[config.mk]
export PLATFORM = sky130hd
export DESIGN_NAME = dsi_rst_trigger_seq
export DESIGN_NICKNAME = d
export VERILOG_FILES = /design/src/rtl/rstseq_pkg.sv /design/src/rtl/rstseq_mode_sel.sv /design/src/rtl/rstseq_quiet_det.sv /design/src/rtl/rstseq_flush_gen.sv /design/src/rtl/rstseq_esc_req.sv /design/src/rtl/rstseq_ctrl.sv /design/src/rtl/dsi_rst_trigger_seq.sv
export SDC_FILE = /design/constraint.sdc
export NUM_CORES = 1
export LEC_CHECK = 0
export BUFFER_PORTS_ARGS = -buffer_cell sky130_fd_sc_hd__buf_2
export CORE_ASPECT_RATIO = 1.25
export CORE_MARGIN = 2
export CORE_UTILIZATION = 42
export CTS_BUF_LIST = sky130_fd_sc_hd__clkbuf_16
export DETAILED_ROUTE_END_ITERATION = 8
export PLACE_DENSITY = 0.84
export SLEW_MARGIN = 5
export SYNTH_ARGS = -nofsm -noshare
export SYNTH_HDL_FRONTEND = slang
export SYNTH_SLANG_ARGS = --single-unit
[constraint.sdc]
create_clock -name clk -period 3.4 [get_ports clk]
set_input_delay 0.85 -clock clk [delete_from_list [all_inputs] [get_ports clk]]
set_output_delay 0.85 -clock clk [all_outputs]
set_load 0.005 [all_outputs]
[src/rtl/rstseq_pkg.sv]
package rstseq_pkg;

  typedef enum logic [2:0] {
    SQ_IDLE     = 3'd0,
    SQ_WAIT_EOF = 3'd1,
    SQ_DRAIN    = 3'd2,
    SQ_FLUSH    = 3'd3,
    SQ_SEND     = 3'd4,
    SQ_ENG_RST  = 3'd5
  } seq_state_e;

  localparam int unsigned FLUSH_TX   = 0;
  localparam int unsigned FLUSH_RX   = 1;
  localparam int unsigned FLUSH_LINE = 2;
  localparam int unsigned FLUSH_SYNC = 3;
  localparam int unsigned NUM_FLUSH  = 4;

endpackage

[src/rtl/rstseq_mode_sel.sv]
module rstseq_mode_sel #(
  parameter int unsigned NUM_VC = 4
) (
  input  logic              sync_req,
  input  logic [NUM_VC-1:0] vc_active,
  output logic              use_sync,
  output logic              fallback
);

  logic any_video;

  assign any_video = |vc_active;
  assign use_sync  = sync_req & any_video;
  assign fallback  = sync_req & ~any_video;

endmodule

[src/rtl/rstseq_quiet_det.sv]
module rstseq_quiet_det #(
  parameter int unsigned CNT_W = 4
) (
  input  logic             xfer_active,
  input  logic [CNT_W-1:0] sched_count,
  input  logic             frame_active,
  input  logic             eof,
  output logic             link_quiet,
  output logic             frame_done
);

  assign link_quiet = ~xfer_active & (sched_count == '0);
  assign frame_done = eof | ~frame_active;

endmodule

[src/rtl/rstseq_flush_gen.sv]
module rstseq_flush_gen
  import rstseq_pkg::*;
#(
  parameter int unsigned N = NUM_FLUSH
) (
  input  logic         clk,
  input  logic         rst_n,
  input  logic         fire,
  output logic [N-1:0] strobe
);

  for (genvar i = 0; i < N; i++) begin : g_strobe
    assign strobe[i] = fire;


    flush_single_cycle_chk: assert property (@(posedge clk) disable iff (!rst_n)
      strobe[i] |=> !strobe[i]);
  end

endmodule

[src/rtl/rstseq_esc_req.sv]
module rstseq_esc_req #(
  parameter int unsigned PAT_W = 8
) (
  input  logic             clk,
  input  logic             rst_n,
  input  logic             load,
  input  logic [PAT_W-1:0] pat_in,
  input  logic             send,
  input  logic             ready,
  output logic             valid,
  output logic [PAT_W-1:0] pattern,
  output logic             done
);

  logic [PAT_W-1:0] pat_q, pat_d;
  logic             pat_en;

  assign pat_en = load;

  always_comb begin
    pat_d = pat_q;
    if (pat_en) pat_d = pat_in;
  end

  always_ff @(posedge clk or negedge rst_n) begin
    if (!rst_n)      pat_q <= '0;
    else if (pat_en) pat_q <= pat_d;
  end

  assign valid   = send;
  assign pattern = pat_q;
  assign done    = send & ready;


  esc_hold_chk: assert property (@(posedge clk) disable iff (!rst_n)
    (valid && !ready) |=> (valid && $stable(pattern)));

endmodule

[src/rtl/rstseq_ctrl.sv]
module rstseq_ctrl
  import rstseq_pkg::*;
#(
  parameter int unsigned ENG_RST_CYCLES = 4
) (
  input  logic clk,
  input  logic rst_n,
  input  logic sw_wr,
  input  logic use_sync,
  input  logic fallback,
  input  logic link_quiet,
  input  logic frame_done,
  input  logic esc_done,
  output logic accept,
  output logic flush_fire,
  output logic send,
  output logic eng_rst,
  output logic drop,
  output logic busy,
  output logic err
);

  localparam int unsigned CW = $clog2(ENG_RST_CYCLES + 1);
  localparam logic [CW-1:0] LAST = CW'(ENG_RST_CYCLES - 1);

  seq_state_e st_q, st_d;
  logic [CW-1:0] cnt_q, cnt_d;
  logic busy_q, busy_d, err_q, err_d;
  logic cnt_en;

  assign accept = (st_q == SQ_IDLE) & sw_wr;

  always_comb begin
    st_d = st_q;
    unique case (st_q)
      SQ_IDLE:     if (sw_wr) st_d = use_sync ? SQ_WAIT_EOF : SQ_DRAIN;
      SQ_WAIT_EOF: if (frame_done) st_d = SQ_DRAIN;
      SQ_DRAIN:    if (link_quiet) st_d = SQ_FLUSH;
      SQ_FLUSH:    st_d = SQ_SEND;
      SQ_SEND:     if (esc_done) st_d = SQ_ENG_RST;
      SQ_ENG_RST:  if (cnt_q == LAST) st_d = SQ_IDLE;
      default:     st_d = SQ_IDLE;
    endcase
  end

  assign cnt_en = (st_q == SQ_ENG_RST) | esc_done;

  always_comb begin
    cnt_d = cnt_q;
    if (esc_done)                cnt_d = '0;
    else if (st_q == SQ_ENG_RST) cnt_d = cnt_q + 1'b1;
  end

  always_comb begin
    busy_d = busy_q;
    err_d  = err_q;
    if (accept) begin
      busy_d = 1'b1;
      err_d  = fallback;
    end else if (esc_done) begin
      busy_d = 1'b0;
    end
  end

  always_ff @(posedge clk or negedge rst_n) begin
    if (!rst_n) begin
      st_q   <= SQ_IDLE;
      busy_q <= 1'b0;
      err_q  <= 1'b0;
    end else begin
      st_q   <= st_d;
      busy_q <= busy_d;
      err_q  <= err_d;
    end
  end

  always_ff @(posedge clk or negedge rst_n) begin
    if (!rst_n)      cnt_q <= '0;
    else if (cnt_en) cnt_q <= cnt_d;
  end

  assign flush_fire = (st_q == SQ_FLUSH);
  assign send       = (st_q == SQ_SEND);
  assign eng_rst    = (st_q == SQ_ENG_RST);
  assign drop       = (st_q == SQ_DRAIN) | (st_q == SQ_FLUSH) |
                      (st_q == SQ_SEND)  | (st_q == SQ_ENG_RST);
  assign busy       = busy_q;
  assign err        = err_q;


  flush_then_send_chk: assert property (@(posedge clk) disable iff (!rst_n)
    flush_fire |=> send);


  eng_rst_after_hs_chk: assert property (@(posedge clk) disable iff (!rst_n)
    $rose(eng_rst) |-> $past(esc_done));


  busy_clear_chk: assert property (@(posedge clk) disable iff (!rst_n)
    $fell(busy) |-> $past(esc_done));


  no_rearm_chk: assert property (@(posedge clk) disable iff (!rst_n)
    (busy && sw_wr) |=> $stable(err));


  flush_needs_quiet_chk: assert property (@(posedge clk) disable iff (!rst_n)
    flush_fire |-> $past(link_quiet));

endmodule

[src/rtl/dsi_rst_trigger_seq.sv]
module dsi_rst_trigger_seq
  import rstseq_pkg::*;
#(
  parameter int unsigned CFG_W          = 32,
  parameter int unsigned PAT_LSB        = 24,
  parameter int unsigned PAT_W          = 8,
  parameter int unsigned CNT_W          = 4,
  parameter int unsigned NUM_VC         = 4,
  parameter int unsigned ENG_RST_CYCLES = 4
) (
  input  logic              clk,
  input  logic              rst_n,
  input  logic [CFG_W-1:0]  trig_cfg_word,
  input  logic              trig_reset_wr,
  input  logic              sync_mode,
  input  logic              sched_xfer_active,
  input  logic [CNT_W-1:0]  sched_count,
  input  logic              vp_frame_active,
  input  logic              vp_eof,
  input  logic [NUM_VC-1:0] vc_video_active,
  input  logic              esc_ready,
  output logic              trig_busy,
  output logic              sync_fallback_err,
  output logic              drop_new_traffic,
  output logic              flush_txfifo,
  output logic              flush_rxfifo,
  output logic              flush_linebuf,
  output logic              flush_syncbuf,
  output logic              engine_rst,
  output logic              esc_valid,
  output logic [PAT_W-1:0]  esc_pattern
);

  logic use_sync, fallback, link_quiet, frame_done;
  logic accept, flush_fire, send, esc_done;
  logic [NUM_FLUSH-1:0] strobes;

  rstseq_mode_sel #(.NUM_VC(NUM_VC)) u_mode (
    .sync_req  (sync_mode),
    .vc_active (vc_video_active),
    .use_sync  (use_sync),
    .fallback  (fallback)
  );

  rstseq_quiet_det #(.CNT_W(CNT_W)) u_quiet (
    .xfer_active  (sched_xfer_active),
    .sched_count  (sched_count),
    .frame_active (vp_frame_active),
    .eof          (vp_eof),
    .link_quiet   (link_quiet),
    .frame_done   (frame_done)
  );

  rstseq_ctrl #(.ENG_RST_CYCLES(ENG_RST_CYCLES)) u_ctrl (
    .clk        (clk),
    .rst_n      (rst_n),
    .sw_wr      (trig_reset_wr),
    .use_sync   (use_sync),
    .fallback   (fallback),
    .link_quiet (link_quiet),
    .frame_done (frame_done),
    .esc_done   (esc_done),
    .accept     (accept),
    .flush_fire (flush_fire),
    .send       (send),
    .eng_rst    (engine_rst),
    .drop       (drop_new_traffic),
    .busy       (trig_busy),
    .err        (sync_fallback_err)
  );

  rstseq_flush_gen #(.N(NUM_FLUSH)) u_flush (
    .clk    (clk),
    .rst_n  (rst_n),
    .fire   (flush_fire),
    .strobe (strobes)
  );

  rstseq_esc_req #(.PAT_W(PAT_W)) u_esc (
    .clk     (clk),
    .rst_n   (rst_n),
    .load    (accept),
    .pat_in  (trig_cfg_word[PAT_LSB +: PAT_W]),
    .send    (send),
    .ready   (esc_ready),
    .valid   (esc_valid),
    .pattern (esc_pattern),
    .done    (esc_done)
  );

  assign flush_txfifo  = strobes[FLUSH_TX];
  assign flush_rxfifo  = strobes[FLUSH_RX];
  assign flush_linebuf = strobes[FLUSH_LINE];
  assign flush_syncbuf = strobes[FLUSH_SYNC];


  no_reset_during_request_chk: assert property (@(posedge clk) disable iff (!rst_n)
    engine_rst |-> !esc_valid);


  sync_wait_no_drop_chk: assert property (@(posedge clk) disable iff (!rst_n)
    (trig_busy && !drop_new_traffic) |-> !flush_txfifo);

endmodule

* Word-level counts from Yosys, hierarchy flattened
Cells that the tools add are included.
Operators by class: add/subtract/negate cells 1, multiply operators 0, div/mod/pow operators 0, magnitude comparators 0, eq/ne operators 11, shifts and indexed selects 0, multiplexer cells 11, bitwise gates (word level) 13, reductions and logical operators 7
Operator list (number):
- $mux 3 | 7
- $pmux 3 s6 | 1
- $eq 3x2->1 const B | 3
- $ne 2x2->1 const B | 4
- $eq 3x3->1 const B | 2
- $and 1x1->1 | 5
- $or 1x1->1 | 5
- $reduce_and 5->1 | 1
- $logic_not 4->1 | 1
- $reduce_bool 2->1 | 2
- $reduce_or 4->1 | 1
- $add 3x1->3 const B | 1
- $eq 3x1->1 const B | 1
- $logic_not 3->1 | 1
- $not 1->1 | 3
- $mux 1 | 2
- $mux 2 | 1
- $ne 2x1->1 const B | 1
- $reduce_and 2->1 | 1
Word-level totals: flip-flop bits (word level) 16, latch bits 0, memory bits (writable) 0, bits in read-only memories 0, input port bits 48, word-level logic and storage cells 48, memories 0

* Logic depth before layout (Yosys ltp)
word-level depth 5, mapped depth 5

* By module
Synthesis repeated with hierarchy kept, for this count alone.
Unflattened totals: cells, all modules 73, area total of the unflattened synthesis 923.4 sq um
Modules (own cells, without submodules):
- rstseq_ctrl | times used 1, cells an instance 44, area each 505.5 sq um
- rstseq_esc_req | times used 1, cells an instance 19, area each 345.3 sq um
- rstseq_flush_gen | times used 1, cells an instance 4, area each 30.0 sq um
- rstseq_mode_sel | times used 1, cells an instance 3, area each 25.0 sq um
- rstseq_quiet_det | times used 1, cells an instance 3, area each 17.5 sq um

* Worst setup path before layout
Ideal clock, no wire load.
kind reg2out, from register u_ctrl.st_q[0], to output flush_rxfifo, arrival 1.012 ns, required time 2.550 ns, slack 1.538 ns, stages on the path, launching flop included 5, buffers on the path 2, cells stage by stage dfrtp_1 -> buf_2 -> nand2_1 -> nor2_1 -> buf_4
On the way: longest elaborated chain between the ends 1
Ends and longest elaborated chain:
- start: declaration | line rstseq_ctrl.sv:26 | seq_state_e st_q, st_d;
- start signal: assignment | line rstseq_ctrl.sv:71 | st_q <= st_d;
- $eq 3x2->1 | line rstseq_ctrl.sv:82 | assign flush_fire = (st_q == SQ_FLUSH);
- end: declaration | line dsi_rst_trigger_seq.sv:26 | output logic flush_rxfifo,
No other way between the ends.

* Final worst setup path
from register u_ctrl.st_q[1], to output engine_rst
On the way: longest elaborated chain between the ends 1
Ends and longest elaborated chain:
- $eq 3x3->1 | line rstseq_ctrl.sv:84 | assign eng_rst = (st_q == SQ_ENG_RST);
- end: declaration | line dsi_rst_trigger_seq.sv:29 | output logic engine_rst,
No other way between the ends.

==> results.toml <==
[run_status]
status = "complete, no violations"

[critical_path]
worstSetupEndpointType = "output pin"
slowest_delay_ns = 0.54
crit_path_top_delay_cell = "dfrtp_1"
path_max_fanout = 9
reg2reg_to = "u_esc.pattern[7]$_DFFE_PN0P_"
crit_required_ns = 2.55
worst-r2r-setup-slack_ns = 1.53
timing.rr.start = "u_ctrl.st_q[0]$_DFFE_PN0P_"
critPathLaunchType = "register"
worstPathArrival_ns = 1.33
critPathTopFamily = "flip-flops"
crit_chain = "and2b_2 > nand2_1 > inv_1 > buf_2"
worst_r2r_path_depth = 2
worstSetupPathType = "register to output pin"
crit_buf_inv = 2

[min_path]
holdPathEnd = "u_ctrl.busy$_DFFE_PN0P_"
hold_depth = 1
hold_path.class = "register to register"
holdCritStartpoint = "u_ctrl.busy$_DFFE_PN0P_"

[cts]
clk_pin_slew_ns = 0.05
cts_root_buf = "clkbuf_16"
insertion_delay_ns = 0.24
htreeDepth = 1
cts_tree = "done"
hold_buffers = 0
ctsResizeCount = 0
clkSinkCount = 16
cts_setup_buffers = 0
numCtsBuffers = 3
cts_buffer_depth = 2

[timing]
layout_setup_ws_ns = 1.217
drv_slew = 0
finalSetupViolCount = 0
fin_skew_ns = 0.001051
rsz0062_at_grt = "no"
relSlewSlack_pct = 41.82
worst_slew_pin_slew_ns = 0.8691
period_needed_ns = 2.183
fin_setup_tns_ns = 0
maxClockFrequency_mhz = 458.2
period_share_pct = 64.20
finalHoldViolCount = 0

[die]
ios = 65
die_area_um2 = 2397
rows = 18
start_util_pct = 43.80
die_w_um = 44.20
core_um2 = 1937
die_y_um = 54.25

[global_route]
grt_pass1_wl_um = 2477
track_usage_pct = 14.68
grt_start_max_net_pins = 17
gr-total-overflow = 0
grt_pass1_vias = 589
antenna_found_initial = 0

[cells_and_area]
n_fill_cell = 175
final_util_pct = 56.65
drive_above_1_share_pct = 50.47
regArea_um2 = 400.4
stdcell_count = 127
multiInputGateArea_um2 = 374.1
syn_to_final_growth_pct = 29.35
final_nets = 158
num_antenna_cells = 0

[drt]
drt_wl_total_um = 1636
drt-initial-drc-count = 4
wl_per_cell_um = 12.88
viasPerCell = 5.315
drc_errors = 0
dr.pass1.iters = 4
detail-route-antenna-nets = 0
vias = 675

[yosys]
synthAdderAreaFrac_pct = 2.950
synth.avg_cell_area_um2 = 12.12
synth_edf_count = 0
synth_top_family_by_area = "simple AND/OR/NAND/NOR gates"
netlist_top_cells_area = "dfrtp_1 47%, mux2_4 12%, ha_1 2.9%"
yosys-top-cells-count = "16 x dfrtp_1, 7 x mux2_4, 5 x inv_1, 4 x nand2_1, 4 x nor2_1"
synth_top_area_cell = "dfrtp_1"
synth_compound_area_share_pct = 11.95
synth_mux_area_share_pct = 13.72
ys_types = 30
ys_ff_latch = 16
async_flop_share_pct = 100.0
yosys.area_share.simple_pct = 14.45
synth.yosys.seq_area_share_pct = 47.20
syn-instance-count = 70
synth_area_um2 = 848.3
yosysWarnings = 0
synth_xor_area_share_pct = 1.032
synth.net_count = 120
synth_top_area_share_pct = 47.20
synth_most_common_cell = "dfrtp_1"
ys.flop_type = "dfrtp_1"

[placement]
place_congestion = 0.7989
place.detailed.hpwl_um = 1236
portBuffers = 40
dp_slack_ns = 1.155
placedCellCount = 123

[run]
drv_cap = 0

[power]
power_density_nw_per_um2 = 823.4
max-vdd-ir-drop_uv = 334.6
p_leak_nw = 0.5842
## worst max path at each step
| stage | from | slack (ns) | depth (start not counted) | to |
|---|---|---|---|---|
| after detailed placement | trig_reset_wr | 1.15 | 3 | u_esc.pattern[7]$_DFFE_PN0P_ |
| after CTS | u_ctrl.st_q[0]$_DFFE_PN0P_ | 1.21 | 3 | flush_syncbuf |
| after floorplan | u_ctrl.st_q[0]$_DFFE_PN0P_ | 1.54 | 4 | flush_rxfifo |
| final | u_ctrl.st_q[1]$_DFFE_PN0P_ | 1.22 | 4 | engine_rst |
| after global routing | u_ctrl.st_q[0]$_DFFE_PN0P_ | 1.11 | 3 | flush_syncbuf |
| after global placement | trig_reset_wr | 1.17 | 3 | u_esc.pattern[7]$_DFFE_PN0P_ |
## state kept, by name, indices dropped and copies added, names as in the netlist
name	count
u_ctrl.err	1
u_esc.pattern	8
u_ctrl.cnt_q	3
u_ctrl.busy	1
u_ctrl.st_q	3
## layer usage
layer	GRT usage, %	routed length [um]	share of wire, %
met2	26.47	838	51
met3	2.970	131	8.0
met4	9.091	35	2.1
met5	0	0	0
met1	15.58	630	39
## worst reg2reg max path: cells and delay by family (launching register included)
family           cells  cell delay [ns]
flip-flops           1             0.50
multiplexers         1             0.41
AND/OR/NAND/NOR      1             0.84
## cell usage in the layout, fill, tap and decap left out, types with 2 or more instances in the layout
cell	netlist	layout
inv_1	5	5
nor3b_1	2	2
nand2_1	4	4
mux2_4	7	7
ha_1	2	2
buf_2	2	40
o21ai_0	3	3
clkbuf_16	0	3
a21o_1	2	2
dfrtp_1	16	16
nor2_1	4	4
## cells by family (layout without fill, tap and decap cells)
kind of cell | after synthesis | after routing
multiplexers | 8 | 8
flip-flops | 16 | 16
adder cells (fa/ha/maj) | 2 | 2
AO/OA/AOI/OAI | 13 | 13
AND/OR/NAND/NOR | 18 | 18
buffers and inverters | 12 | 49
XOR/XNOR | 1 | 1
## cell type report
type                    instances  share of cell area (%)
inverters                       5                   1.710
multi-input cells              42                   34.09
repair buffers                 40                   18.24
flip-flops and latches         16                   36.49
well taps                      20                   2.281
clock buffers                   3                   6.842
clock inverters                 1                  0.3421
## power by group
| part | total (W) | internal [W] | leakage (nW) | switching [W] |
|---|---|---|---|---|
| Sequential | 0.000352 | 0.000274 | 0.196 | 0.0000782 |
| Combinational | 0.000323 | 0.000203 | 0.350 | 0.000119 |
| Clock | 0.000229 | 0.000156 | 0.0385 | 0.0000728 |
| Total | 0.000903 | 0.000633 | 0.584 | 0.000270 |
## stage by stage
stage / total power, W / area, um^2 / hold slack [ns]
after floorplan: 0.0005872 / 848.3 / 0.4561
after global placement: 0.0006659 / 1018 / 0.4596
after detailed placement: 0.0006826 / 1018 / 0.4655
after CTS: 0.0009184 / 1097 / 0.4767
after global routing: 0.0009698 / 1097 / 0.5057
final: 0.0009035 / 1097 / 0.4739
(Power assumes the default switching activity.)
